<file path="config.mk">
export PLATFORM = sky130hd
export DESIGN_NAME = page_read_port
export DESIGN_NICKNAME = d
export VERILOG_FILES = /design/src/rtl/pm_pkg.sv /design/src/rtl/pm_word_array.sv /design/src/rtl/pm_latency_ctr.sv /design/src/rtl/pm_page_tracker.sv /design/src/rtl/page_read_port.sv
export SDC_FILE = /design/constraint.sdc
export NUM_CORES = 1
export LEC_CHECK = 0
export ABC_AREA = 1
export BUFFER_PORTS_ARGS = -buffer_cell sky130_fd_sc_hd__buf_2
export CAP_MARGIN = 10
export CORE_ASPECT_RATIO = 1.4
export CORE_MARGIN = 1
export CORE_UTILIZATION = 46
export CTS_CLUSTER_DIAMETER = 80
export DETAILED_ROUTE_END_ITERATION = 8
export PLACE_DENSITY = 0.63
export SLEW_MARGIN = 15
export SYNTH_ARGS = -nofsm -noshare
export SYNTH_HDL_FRONTEND = slang
export SYNTH_SLANG_ARGS = --single-unit
</file>
<file path="constraint.sdc">
create_clock -name clk -period 2.2 [get_ports clk]
set_input_delay 0.11 -clock clk [delete_from_list [all_inputs] [get_ports clk]]
set_output_delay 0.11 -clock clk [all_outputs]
set_load 0.03 [all_outputs]
</file>
<file path="src/rtl/pm_pkg.sv">
package pm_pkg;
    typedef enum logic [1:0] {
        PM_IDLE      = 2'd0,
        PM_FULL_WAIT = 2'd1,
        PM_PAGE_WAIT = 2'd2,
        PM_HOLD      = 2'd3
    } pm_state_e;
endpackage

</file>
<file path="src/rtl/pm_word_array.sv">
module pm_word_array #(
    parameter int ADDR_W = 6,
    parameter int DATA_W = 16
) (
    input  logic              clk,
    input  logic              ld_we,
    input  logic [ADDR_W-1:0] ld_addr,
    input  logic [DATA_W-1:0] ld_data,
    input  logic [ADDR_W-1:0] rd_addr,
    output logic [DATA_W-1:0] rd_word
);
    localparam int DEPTH = 1 << ADDR_W;

    logic [DATA_W-1:0] cells [DEPTH];

    always_ff @(posedge clk) begin
        if (ld_we) begin
            cells[ld_addr] <= ld_data;
        end
    end

    assign rd_word = cells[rd_addr];
endmodule

</file>
<file path="src/rtl/pm_latency_ctr.sv">
module pm_latency_ctr #(
    parameter int FULL_LAT = 5,
    parameter int PAGE_LAT = 2
) (
    input  logic clk,
    input  logic rst_n,
    input  logic load_full,
    input  logic load_page,
    output logic done
);
    localparam int MAX_LAT = (FULL_LAT > PAGE_LAT) ? FULL_LAT : PAGE_LAT;
    localparam int CW      = $clog2(MAX_LAT + 1);
    localparam logic [CW-1:0] FULL_RELOAD = CW'(FULL_LAT - 1);
    localparam logic [CW-1:0] PAGE_RELOAD = CW'(PAGE_LAT - 1);

    logic [CW-1:0] remain;

    always_ff @(posedge clk or negedge rst_n) begin
        if (!rst_n) begin
            remain <= '0;
        end else if (load_full) begin
            remain <= FULL_RELOAD;
        end else if (load_page) begin
            remain <= PAGE_RELOAD;
        end else if (remain != '0) begin
            remain <= remain - 1'b1;
        end
    end

    assign done = (remain == '0);

    // a full reload with more than one cycle to go is never done next cycle
    assert_full_not_done_R2: assert property (@(posedge clk) disable iff (!rst_n)
        (load_full && (FULL_LAT > 1)) |=> !done);
endmodule

</file>
<file path="src/rtl/pm_page_tracker.sv">
module pm_page_tracker #(
    parameter int ADDR_W  = 6,
    parameter int PG_BITS = 3
) (
    input  logic              clk,
    input  logic              rst_n,
    input  logic              cap_en,
    input  logic              open_set,
    input  logic              close,
    input  logic [ADDR_W-1:0] new_addr,
    output logic [ADDR_W-1:0] cur_addr,
    output logic              page_open,
    output logic              moved,
    output logic              in_page
);
    logic [ADDR_W-1:0] tag_match;

    // Bits inside the page field never decide a miss; bits above it must match.
    for (genvar g = 0; g < ADDR_W; g++) begin : g_tag
        if (g < PG_BITS) begin : g_low
            assign tag_match[g] = 1'b1;
        end else begin : g_high
            assign tag_match[g] = (new_addr[g] == cur_addr[g]);
        end
    end

    assign moved   = (new_addr != cur_addr);
    assign in_page = page_open && (&tag_match);

    always_ff @(posedge clk or negedge rst_n) begin
        if (!rst_n) begin
            cur_addr <= '0;
        end else if (cap_en) begin
            cur_addr <= new_addr;
        end
    end

    always_ff @(posedge clk or negedge rst_n) begin
        if (!rst_n) begin
            page_open <= 1'b0;
        end else if (close) begin
            page_open <= 1'b0;
        end else if (open_set) begin
            page_open <= 1'b1;
        end
    end
endmodule

</file>
<file path="src/rtl/page_read_port.sv">
module page_read_port #(
    parameter int ADDR_W     = 6,
    parameter int DATA_W     = 16,
    parameter int PAGE_WORDS = 8,
    parameter int FULL_LAT   = 5,
    parameter int PAGE_LAT   = 2
) (
    input  logic              clk,
    input  logic              rst_n,
    input  logic              ld_we,
    input  logic [ADDR_W-1:0] ld_addr,
    input  logic [DATA_W-1:0] ld_data,
    input  logic              ce_n,
    input  logic [ADDR_W-1:0] addr,
    output logic              oe,
    output logic              data_valid,
    output logic [DATA_W-1:0] rdata
);
    import pm_pkg::*;

    localparam int PG_BITS = $clog2(PAGE_WORDS);

    pm_state_e         state, state_nxt;
    logic              cap_en, open_set, close, load_full, load_page;
    logic              cnt_done, moved, in_page, page_open;
    logic [ADDR_W-1:0] cur_addr;
    logic [DATA_W-1:0] arr_word;

    pm_word_array #(.ADDR_W(ADDR_W), .DATA_W(DATA_W)) u_array (
        .clk     (clk),
        .ld_we   (ld_we),
        .ld_addr (ld_addr),
        .ld_data (ld_data),
        .rd_addr (cur_addr),
        .rd_word (arr_word)
    );

    pm_latency_ctr #(.FULL_LAT(FULL_LAT), .PAGE_LAT(PAGE_LAT)) u_ctr (
        .clk       (clk),
        .rst_n     (rst_n),
        .load_full (load_full),
        .load_page (load_page),
        .done      (cnt_done)
    );

    pm_page_tracker #(.ADDR_W(ADDR_W), .PG_BITS(PG_BITS)) u_track (
        .clk       (clk),
        .rst_n     (rst_n),
        .cap_en    (cap_en),
        .open_set  (open_set),
        .close     (close),
        .new_addr  (addr),
        .cur_addr  (cur_addr),
        .page_open (page_open),
        .moved     (moved),
        .in_page   (in_page)
    );

    // State register
    always_ff @(posedge clk or negedge rst_n) begin
        if (!rst_n) begin
            state <= PM_IDLE;
        end else begin
            state <= state_nxt;
        end
    end

    // Next state and control strobes
    always_comb begin
        state_nxt = state;
        cap_en    = 1'b0;
        open_set  = 1'b0;
        close     = 1'b0;
        load_full = 1'b0;
        load_page = 1'b0;
        unique case (state)
            PM_IDLE: begin
                if (!ce_n) begin
                    state_nxt = PM_FULL_WAIT;
                    cap_en    = 1'b1;
                    load_full = 1'b1;
                    close     = 1'b1;
                end
            end
            PM_FULL_WAIT: begin
                if (ce_n) begin
                    state_nxt = PM_IDLE;
                    close     = 1'b1;
                end else if (moved) begin
                    cap_en    = 1'b1;
                    load_full = 1'b1;
                end else if (cnt_done) begin
                    state_nxt = PM_HOLD;
                    open_set  = 1'b1;
                end
            end
            PM_PAGE_WAIT, PM_HOLD: begin
                if (ce_n) begin
                    state_nxt = PM_IDLE;
                    close     = 1'b1;
                end else if (moved) begin
                    cap_en = 1'b1;
                    if (in_page) begin
                        state_nxt = PM_PAGE_WAIT;
                        load_page = 1'b1;
                    end else begin
                        state_nxt = PM_FULL_WAIT;
                        load_full = 1'b1;
                        close     = 1'b1;
                    end
                end else if (state == PM_PAGE_WAIT && cnt_done) begin
                    state_nxt = PM_HOLD;
                end
            end
            default: state_nxt = PM_IDLE;
        endcase
    end

    // Registered outputs
    always_ff @(posedge clk or negedge rst_n) begin
        if (!rst_n) begin
            oe         <= 1'b0;
            data_valid <= 1'b0;
            rdata      <= '0;
        end else begin
            oe         <= (state_nxt != PM_IDLE);
            data_valid <= (state_nxt == PM_HOLD);
            if (state_nxt == PM_IDLE) begin
                rdata <= '0;
            end else if (state_nxt == PM_HOLD && state != PM_HOLD) begin
                rdata <= arr_word;
            end
        end
    end

    assert_valid_needs_oe_R6: assert property (@(posedge clk) disable iff (!rst_n)
        data_valid |-> oe);

    assert_ce_high_closes_R6: assert property (@(posedge clk) disable iff (!rst_n)
        ce_n |=> (!oe && !data_valid && !page_open && rdata == '0));

    assert_move_drops_valid_R10: assert property (@(posedge clk) disable iff (!rst_n)
        (!ce_n && oe && addr != cur_addr) |=> !data_valid);

    assert_hold_stable_R7: assert property (@(posedge clk) disable iff (!rst_n)
        (data_valid && !ce_n && addr == cur_addr) |=> (data_valid && $stable(rdata)));

    assert_rise_word_R7: assert property (@(posedge clk) disable iff (!rst_n)
        $rose(data_valid) |-> (rdata == arr_word));

    assert_page_wait_open_R3: assert property (@(posedge clk) disable iff (!rst_n)
        (state == PM_PAGE_WAIT) |-> page_open);
endmodule

</file>
* Yosys cells after proc, flatten, opt, wreduce, memory -nomap -nowiden
Memory sizes are Yosys's and may differ from the RTL's.
Cells that the tools add are included.
** Storage, ports and cells
- Flip-flop bits (word level) :: 30
- RAM bits :: 1024
- Input bits :: 32
- Output and inout bits :: 18
- Memories :: 1
** Memories
- u_array.cells :: depth 64, bits a word 16, read ports 1, clocked after Yosys merged registers in 0, write ports 1, RTL line pm_word_array.sv:14 : logic [DATA_W-1:0] cells [DEPTH];
** Operators by class
- Add/subtract/negate cells :: 1
- Equality and inequality tests :: 9
- Mux-type cells :: 37
- Reduce and logical (&&, ||, !) cells :: 14
** Operators with widths (count)
- $mux W16 :: 2
- $mux W1 :: 20
- $mux W2 :: 8
- $mux W3 :: 3
- $eq A2 B2 Y1 const B :: 3
- $ne A6 B6 Y1 :: 1
- $pmux W1 S3 :: 2
- $pmux W2 S3 :: 1
- $reduce_bool A2 Y1 :: 3
- $reduce_bool A3 Y1 :: 2
- $logic_not A2 Y1 :: 2
- $eq A1 B1 Y1 :: 3
- $logic_and A1 B1 Y1 :: 3
- $logic_not A3 Y1 :: 1
- $reduce_and A3 Y1 :: 1
- $reduce_or A3 Y1 :: 1
- $sub A3 B1 Y3 const B :: 1
- $eq A2 B1 Y1 const B :: 1
- $ne A2 B2 Y1 const B :: 1
- $pmux W1 S2 :: 1
- $reduce_or A2 Y1 :: 1

* Depth between registers and ports, before layout
Gate-level depths: netlist of run 1.
- Depth in word-level cells :: 11
- Gate-level depth with buffers :: 14
- Mapped depth without buffers :: 12

* Hierarchy
A second synthesis of run 1 with hierarchy kept.
** Second synthesis, totals
- Cells, all modules :: 3686
- Area total of the unflattened synthesis :: 43367.8 µm²
** Modules (own cells, without submodules)
- pm_word_array :: instances 1, cells each 3501, area each 41778.8 µm², seq. area each 30749.5 µm²
- page_read_port :: instances 1, cells each 103, area each 1022.2 µm², seq. area each 500.5 µm²
- pm_page_tracker :: instances 1, cells each 58, area each 386.6 µm², seq. area each 175.2 µm²
- pm_latency_ctr :: instances 1, cells each 24, area each 180.2 µm², seq. area each 75.1 µm²

* Worst setup path before layout of run 1
Ideal clock, no wire load.
- Path kind :: input -> register
- Start :: input ld_we
- End :: memory u_array.cells[48][0] (enable)
- Setup time :: 0.431 ns
- Arrival time :: 2.234 ns
- Data required time :: 1.769 ns
- Slack :: -0.464 ns
- Stages on the path :: 3
- Buffers on the path :: 1
- Path through :: clkbuf_1 nand4_1 nor4_1
** On the way
- Word-level cells in the longest chain between the ends :: 2
** RTL lines
- start: declaration :: RTL line page_read_port.sv:10 : input logic ld_we,
- $mux W1 :: RTL line pm_word_array.sv:17 : if (ld_we) begin
- $mux W1 (not written as such) :: RTL line pm_word_array.sv:18 : cells[ld_addr] <= ld_data;
- end: declaration :: RTL line pm_word_array.sv:14
Every way passes these cells.

* Worst setup path in the final report of run 1
- Start :: register u_track.cur_addr[0]
- End :: register rdata[7]
** On the way
- Word-level cells in the longest chain between the ends :: 7
- Elaborated cells on any way between the ends :: 13
** RTL lines
- start: declaration :: RTL line pm_page_tracker.sv:11 : output logic [ADDR_W-1:0] cur_addr,
- start signal: assignment :: RTL line pm_page_tracker.sv:34 : cur_addr <= new_addr;
- $ne A6 B6 Y1 :: RTL line pm_page_tracker.sv:27 : assign moved = (new_addr != cur_addr);
- $mux W2 (on tied branches) :: RTL line page_read_port.sv:101, page_read_port.sv:89
- $mux W2 (on tied branches) :: RTL line page_read_port.sv:98, page_read_port.sv:86
- $pmux W2 S3 :: RTL line page_read_port.sv:76 : unique case (state)
- $eq A2 B2 Y1 :: RTL line page_read_port.sv:130 : end else if (state_nxt == PM_HOLD && state != PM_HOLD) begin
- $logic_and A1 B1 Y1 :: RTL line page_read_port.sv:130
- $reduce_bool A2 Y1 (no line)
- end signal: assignment :: RTL line page_read_port.sv:131 : rdata <= arr_word;
- end: declaration :: RTL line page_read_port.sv:17 : output logic [DATA_W-1:0] rdata
Parallel ways exist; a longest one is shown, timed or not. The select of a mux whose other input is x is not followed.
A chain may end at the register's enable or synchronous reset.

==> results of run 1 <==
worst paths after layout:
path | startpoint | endpoint | slack, ps | cells past startpoint
min reg2reg | u_track.page_open | u_track.page_open | 520 | 2
max in group asynchronous | rst_n | u_track.cur_addr[2] | 1440 | 2
max reg2reg | u_track.cur_addr[0] | rdata[7] | 20 | 14
min in group clk | ld_addr[0] | u_array.cells[54][12] | 90 | 3
max | u_track.cur_addr[0] | rdata[7] | 20 | 14
min | rst_n | data_valid | 80 | 2
where the power goes:
group | switching (W) | leakage, nW | internal, W
logic | 0.00501 | 7.09 | 0.00252
registers | 0.000118 | 9.60 | 0.0222
clock network | 0.00734 | 1.56 | 0.00979
total | 0.0125 | 18.3 | 0.0345
routing by layer:
metal  GRT usage (%)  vias up  share of wire, %
li1                -    13100                 -
met3            3.86      232               8.7
met1            33.8    14300                38
met4            11.7        2               4.0
met2            43.3     1434                50
met5               0        -            0.0089
flip-flops by register name, indices dropped and copies added (netlist names):
name               cells
u_track.page_open      1
rdata                 16
state                  2
u_track.cur_addr       6
u_ctr.remain           3
oe                     1
u_array.cells       1024
data_valid             1
worst reg2reg max path, stage by stage, from the launching register on:
cell and delay, ps:
dfrtp_4 500, buf_12 150, clkinv_16 110, clkbuf_16 210
clkbuf_16 180, nand2_1 50, nand3_1 70, nand3_1 100
nand3_1 160, nand3_2 140, nand2_1 70, nor2_2 160
nor2_1 70, nand2_1 60, nand2_1 50
cell families (layout without fill, tap and decap cells):
family,Yosys count,in the layout
flip-flops,1054,1054
other,0,3
XOR/XNOR,1,1
AND/OR/NAND/NOR,2228,2228
buffers and inverters,262,532
AO/OA/AOI/OAI,10,10
adder cells (fa/ha/maj),2,2
layout make-up:
type                    count  share of cell area [%]
well taps                1197                    2.98
flip-flops and latches   1054                    62.6
repair buffers            322                    7.17
clock inverters            62                    1.34
inverters                  32                   0.326
clock buffers             114                    4.99
multi-input cells        2241                    20.5
diodes                      3                  0.0149
repair inverters            2                  0.0447
placed cells by master (no fill, tap or decap), types with 49 or more instances in the layout:
cell type / instances
buf_4: 152
nand2_1: 1092
nor2_1: 75
edfxtp_1: 1024
clkbuf_16: 109
buf_12: 63
buf_2: 49
nand3_2: 72
nand3_1: 947
through the flow:
step                total power (W)  TNS [ps]  hold slack (ps)  util [%]
finish                       0.0470         0             81.9      55.1
global route                 0.0484      -175             75.9      55.1
CTS                          0.0465         0             38.8      54.0
detailed placement           0.0294      -497              274      50.0
global placement             0.0294      -389              277      50.0
floorplan                    0.0265    -59400             -186         -
repair_timing:
item / in CTS / in global routing
buffers inserted: 5 / 19
pin swaps: 2 / 19
gates resized for setup: 18 / 113
setup endpoints to repair: 13 / 23
endpoints found under the hold margin: 858 / 0
hold buffers: 24 / 0
cloned: 4 / 12
==> key figures, run 1 <==
Detailed routing
  – Routed Wire Length: 124,000 um
  – Avg WL per Cell: 24.7 um
  – 1st-iter DRT viols: 3,695
  – Routed vias: 29,000
  – Routed Antenna Nets: 0
  – Drt first pass iters: 6
  – Post-detailed-route DRC marker count: 0
  – Vias per Instance: 5.77

Cells and area
  – Post-layout instance area: 50,300 um2
  – Layout cells sized above 1: 14.5%
  – Multi-input logic area: 10,300 um2
  – # nets final: 3,782
  – Final Instance Count excl. Fillers: 5,027
  – Count of filler cells inserted in the layout: 7,288
  – Syn-to-layout area delta: 18.4%
  – Area occupied by registers: 31,500 um2

Logic synthesis
  – Yosys warning total: 0
  – #FFs+latches synth: 1,054
  – Distinct cell type count of the synthesized netlist: 26
  – Area fraction in compound gates after synthesis: 0.127%
  – Synth Cell Area: 42,500 um2
  – Adder-cell share of the synthesized area: 0.0588%
  – Part of the Yosys area used for sequential elements: 74.1%
  – Post-synth net total: 3,591
  – Dominant cell type by area after synthesis: edfxtp_1
  – Count of mapped cells out of synthesis: 3,557
  – Commonest cells post-synth: nand2_1 (1,097), edfxtp_1 (1,024), nand3_1 (1,020)
  – Fraction of synthesized cell area in xor and xnor cells: 0.0206%
  – Synthesized area per cell: 12.0 um2
  – Area fraction of the dominant cell type after synthesis: 72.3%
  – Async set or reset register ratio after synthesis: 2.85%
  – Largest family of logic cells by synthesized area: simple AND/OR/NAND/NOR gates
  – Basic-gate share of the synthesized area counting and, or, nand and nor cells: 22.9%
  – Biggest area contributors in the synthesized netlist: edfxtp_1 (72%), nand3_1 (12%), nand2_1 (9.7%)
  – Cell with the most instances after synthesis: nand2_1
  – Number of enable-type register cells in the synthesized netlist: 1,024
  – Proportion of synthesized area in mux cells: 0%
  – Top_reg_cell synth: edfxtp_1

Setup path
  – Sort of element at the end of the critical path: flip-flop
  – Class of the most critical setup path: reg2reg
  – Largest fanout on the critical path: 10
  – Max stage delay on crit path: 500 ps
  – Data arrival time of the worst path: 2770 ps
  – Worst Path Buf+Inv: 4
  – Critical path's most frequent cell: nand2_1
  – Ordered cell list for the critical path: buf_12 > clkinv_16 > clkbuf_16 > clkbuf_16 > nand2_1 > nand3_1 > nand3_1 > nand3_1 > nand3_2 > nand2_1 > nor2_2 > nor2_1 > nand2_1 > nand2_1
  – Slowest cell on the critical path: dfrtp_4
  – Cell family with most CP delay: simple AND/OR/NAND/NOR gates
  – Required arrival time at the worst endpoint: 2790 ps
  – Launching element type of the critical path: flip-flop

STA
  – Min setup slack post-route: 18.5 ps
  – Final Setup Violations: 0
  – Clock Skew: 33.8 ps
  – Achievable frequency: 0.458 GHz
  – Setup repair after global routing missed its margin: yes
  – Period Utilization, post-route: 99.2%
  – Shortest clock period the worst path allows after layout: 2180 ps
  – Worst slew slack as a fraction of its limit: 38.6%
  – Fin. max-slew vios: 0
  – Hold violation total from the final report: 0
  – Worst Tran Pin Value: 920 ps

Die
  – Full die area: 93,700 um2
  – Starting Density: 46.6%
  – # rows: 131
  – Die width: 259 um
  – I/O pin count: 50
  – Area of the core: 91,300 um2
  – Die Ht: 362 um

Placement
  – Pre-CTS setup slack: -143 ps
  – Buffers added on ports: 49
  – GPL Wtd Cong: 0.885
  – Detailed placer's ending HPWL: 70,100 um
  – Cell count after placement: 4,785
  – Cell Area, Placed: 45,700 um2

Flow run
  – Maximum Capacitance Violations: 0

Power
  – Worst vdd rail ir drop: 0.000538 V
  – LEAKAGE: 18.3 nW
  – P per Cell Area: 934 nW/um2

Clock network
  – Root Buffer: clkbuf_16
  – CTS tree: done
  – Clock buffer depth: 3
  – H-tree levels: 3
  – Number of buffers created by CTS: 95
  – Clk_lat worst skew: 700 ps
  – Clock Pin Slew Worst Setup and Hold Paths: 70 ps
  – CTS sink count: 1,054

Global routing
  – Antenna violations before repair: 7
  – Aggregate global routing overflow: 0
  – Wire length of the first global-routing pass: 179,000 um
  – Pin count of the biggest net entering global routing: 68
  – GRT Overall Usage: 26.1%
  – Number of global-route vias before repair: 27,600

Status
  – Result of the run: completed

Worst hold path
  – HP Class: in2async
Power figures use the tool's default switching activity.
==> run 2, diff against run 1 <==
--- a/config.mk
+++ b/config.mk
@@ -14,6 +14,7 @@
 export CTS_CLUSTER_DIAMETER = 80
 export DETAILED_ROUTE_END_ITERATION = 8
 export PLACE_DENSITY = 0.63
+export REMOVE_ABC_BUFFERS = 1
 export SLEW_MARGIN = 15
 export SYNTH_ARGS = -nofsm -noshare
 export SYNTH_HDL_FRONTEND = slang
==> key figures, run 2 (synthesis gave the netlist of run 1 again) <==
Cells and area
  – Core utilization of the finished layout: 55.0% (-0.17 points)
  – Area occupied by registers: 31,500 um2 (unchanged)
  – # nets final: 3,785 (+0.079%)
  – Most frequent standard cell in the layout excluding fill and tap cells: nand2_1
  – Layout cells sized above 1: 14.9% (+0.45 points)
  – Final Instance Count excl. Fillers: 5,031 (+0.080%)
  – Syn-to-layout area delta: 18.0%
  – Multi-input logic area: 10,400 um2 (+0.58%)
  – Number of flip-flops in the largest register: 1,024 (unchanged)
  – Count of filler cells inserted in the layout: 7,441 (+2.1%)
  – Post-layout instance area: 50,200 um2 (-0.31%)
  – Largest register by flop count: u_array.cells
  – Highest-count cells in the layout ignoring fill and taps: nand2_1 (1,091), edfxtp_1 (1,024), nand3_1 (938)
  – Registers with the most flip-flops: u_array.cells (1024), rdata (16), u_track.cur_addr (6)

Clock network
  – H-tree levels: 3 (unchanged)
  – Clock buffer depth: 3 (unchanged)
  – Number of buffers created by CTS: 96 (+1.1%)
  – CTS sink count: 1,054 (unchanged)
  – Root Buffer: clkbuf_16
  – Clk_lat worst skew: 690 ps (about the same)
  – Clock Pin Slew Worst Setup and Hold Paths: 70 ps (about the same)
  – CTS tree: done

Setup path
  – Launching element type of the critical path: flip-flop
  – Class of the most critical setup path: reg2reg
  – Ordered cell list for the critical path: buf_12 > buf_12 > buf_4 > buf_12 > nand2_1 > nand3_1 > nand3_1 > nand3_1 > nand3_1 > nand3_2 > nand2_1 > nor2_1 > nand2_1 > nand2_1
  – Sort of element at the end of the critical path: flip-flop
  – R2r startpoint: u_track.cur_addr[0]
  – Data arrival time of the worst path: 2800 ps (+30 ps)
  – Largest fanout on the critical path: 24 (+14)
  – Startpoint of the worst setup timing path: u_track.cur_addr[0]
  – Slowest cell on the critical path: dfrtp_4
  – Worst Path Buf+Inv: 4 (unchanged)
  – Required arrival time at the worst endpoint: 2780 ps (about the same)
  – Max stage delay on crit path: 520 ps (+20 ps)
  – Cell family with most CP delay: simple AND/OR/NAND/NOR gates

Detailed routing
  – Routed Antenna Nets: 0 (unchanged)
  – Routed vias: 28,800 (-0.53%)
  – Avg WL per Cell: 24.2 um (-1.9%)
  – Post-detailed-route DRC marker count: 0 (unchanged)
  – Drt first pass iters: 6 (unchanged)
  – 1st-iter DRT viols: 3,439 (-6.9%)
  – Vias per Instance: 5.73 (-0.61%)
  – Routed Wire Length: 122,000 um (-1.8%)

STA
  – Tightest hold margin: 39.7 ps (-42.2 ps)
  – Fin. max-slew vios: 0 (unchanged)
  – Setup repair after global routing missed its margin: yes
  – Clock Skew: 21.8 ps (-12.0 ps)
  – Worst Tran Pin Value: 806 ps (-115 ps)
  – Worst slew slack as a fraction of its limit: 46.3% (+7.7 points)
  – Hold violation total from the final report: 0 (unchanged)
  – Final Setup Violations: 1 (+1)
  – Achievable frequency: 0.451 GHz (-1.5%)
  – Min setup slack post-route: -14.9 ps (-33.4 ps)
  – Period Utilization, post-route: 101% (+1.5 points)
  – Shortest clock period the worst path allows after layout: 2210 ps (+33.4 ps)

Global routing
  – Antenna violations before repair: 10 (+3)
  – GRT Overall Usage: 25.8% (-0.28 points)
  – Number of global-route vias before repair: 27,300 (-1.1%)
  – Pin count of the biggest net entering global routing: 65 (-4.4%)
  – Aggregate global routing overflow: 0 (unchanged)
  – Wire length of the first global-routing pass: 177,000 um (-1.0%)

Die
  – Die Ht: 362 um (unchanged)
  – Full die area: 93,700 um2 (unchanged)
  – I/O pin count: 50 (unchanged)
  – Starting Density: 46.6% (unchanged)
  – Area of the core: 91,300 um2 (unchanged)
  – # rows: 131 (unchanged)
  – Die width: 259 um (unchanged)

Flow run
  – Maximum Capacitance Violations: 0 (unchanged)

Placement
  – Cell Area, Placed: 45,700 um2 (about the same)
  – GPL Wtd Cong: 0.922 (+4.3%)
  – Detailed placer's ending HPWL: 70,500 um (+0.66%)
  – Cell count after placement: 4,799 (+0.29%)
  – Buffers added on ports: 49 (unchanged)

Status
  – Violated checks: setup timing
  – Result of the run: finished with violations

Power
  – P per Cell Area: 933 nW/um2 (about the same)
  – Worst vdd rail ir drop: 0.000635 V (+18%)
  – LEAKAGE: 18.2 nW (-0.41%)

Worst hold path
  – HP Class: in2async
## run 2: changes by cell type in the layout (fill, tap and decap cells not counted), sizes merged, moves of 2 or more
cell	previous run	this run
clkbuf	125	132
inv	35	37
clkinvlp	3	5
clkinv	44	32
bufinv	14	12
buf	285	294
## run 2: final timing paths
kind / to / slack [ps] / cells after the start
worst min register to register: rdata[13] / 510 / 2
worst max register to register: rdata[7] / -10 / 14
worst min-delay path: oe / 40 / 2
min in group clk: u_array.cells[54][7] / 60 / 3
worst max-delay path: rdata[7] / -10 / 14
max in group asynchronous: u_track.cur_addr[0] / 1540 / 2
## run 2: what timing repair did
item,4_1_cts,5_1_grt
setup endpoints to repair,19,23
gates cloned,7,5
pin swaps,4,19
endpoints found under the hold margin,675,0
hold buffers,24,0
setup buffers,13,4
gates resized for setup,29,110
## run 2: power by group
part           leakage, nW  total, W  internal [W]  switching [W]
sequential            9.60    0.0224        0.0222       0.000139
combinational         7.04   0.00740       0.00242        0.00498
clock                 1.54    0.0171       0.00974        0.00732
total                 18.2    0.0468        0.0344         0.0124
## run 2: per-stage QoR
step,total power (W),TNS (ps),setup WS [ps]
2_1_floorplan,0.0269,-451430,-14540
3_3_place_gp,0.0294,-946,-140
5_1_grt,0.0482,-99.1,-42.5
3_5_place_dp,0.0294,-1020,-136
4_1_cts,0.0466,0,1.40
6_report,0.0468,-14.9,-14.9
## run 2: cell type report
class	count	share of cell area (%)
diodes	2	0.00997
repair buffers	324	6.82
inverters	32	0.297
multi-input cells	2241	20.7
clock inverters	52	1.13
clock buffers	127	5.19
repair inverters	2	0.0499
well taps	1197	2.98
flip-flops and latches	1054	62.8
## run 2: per-layer routing
layer / global-route usage (%) / vias to the layer above / wire length (um)
met5: 0 / - / 98
met4: 12.3 / 14 / 5780
met3: 4.02 / 266 / 9310
met2: 43.3 / 1349 / 60500
met1: 32.6 / 14200 / 46100
li1: - / 13100 / -
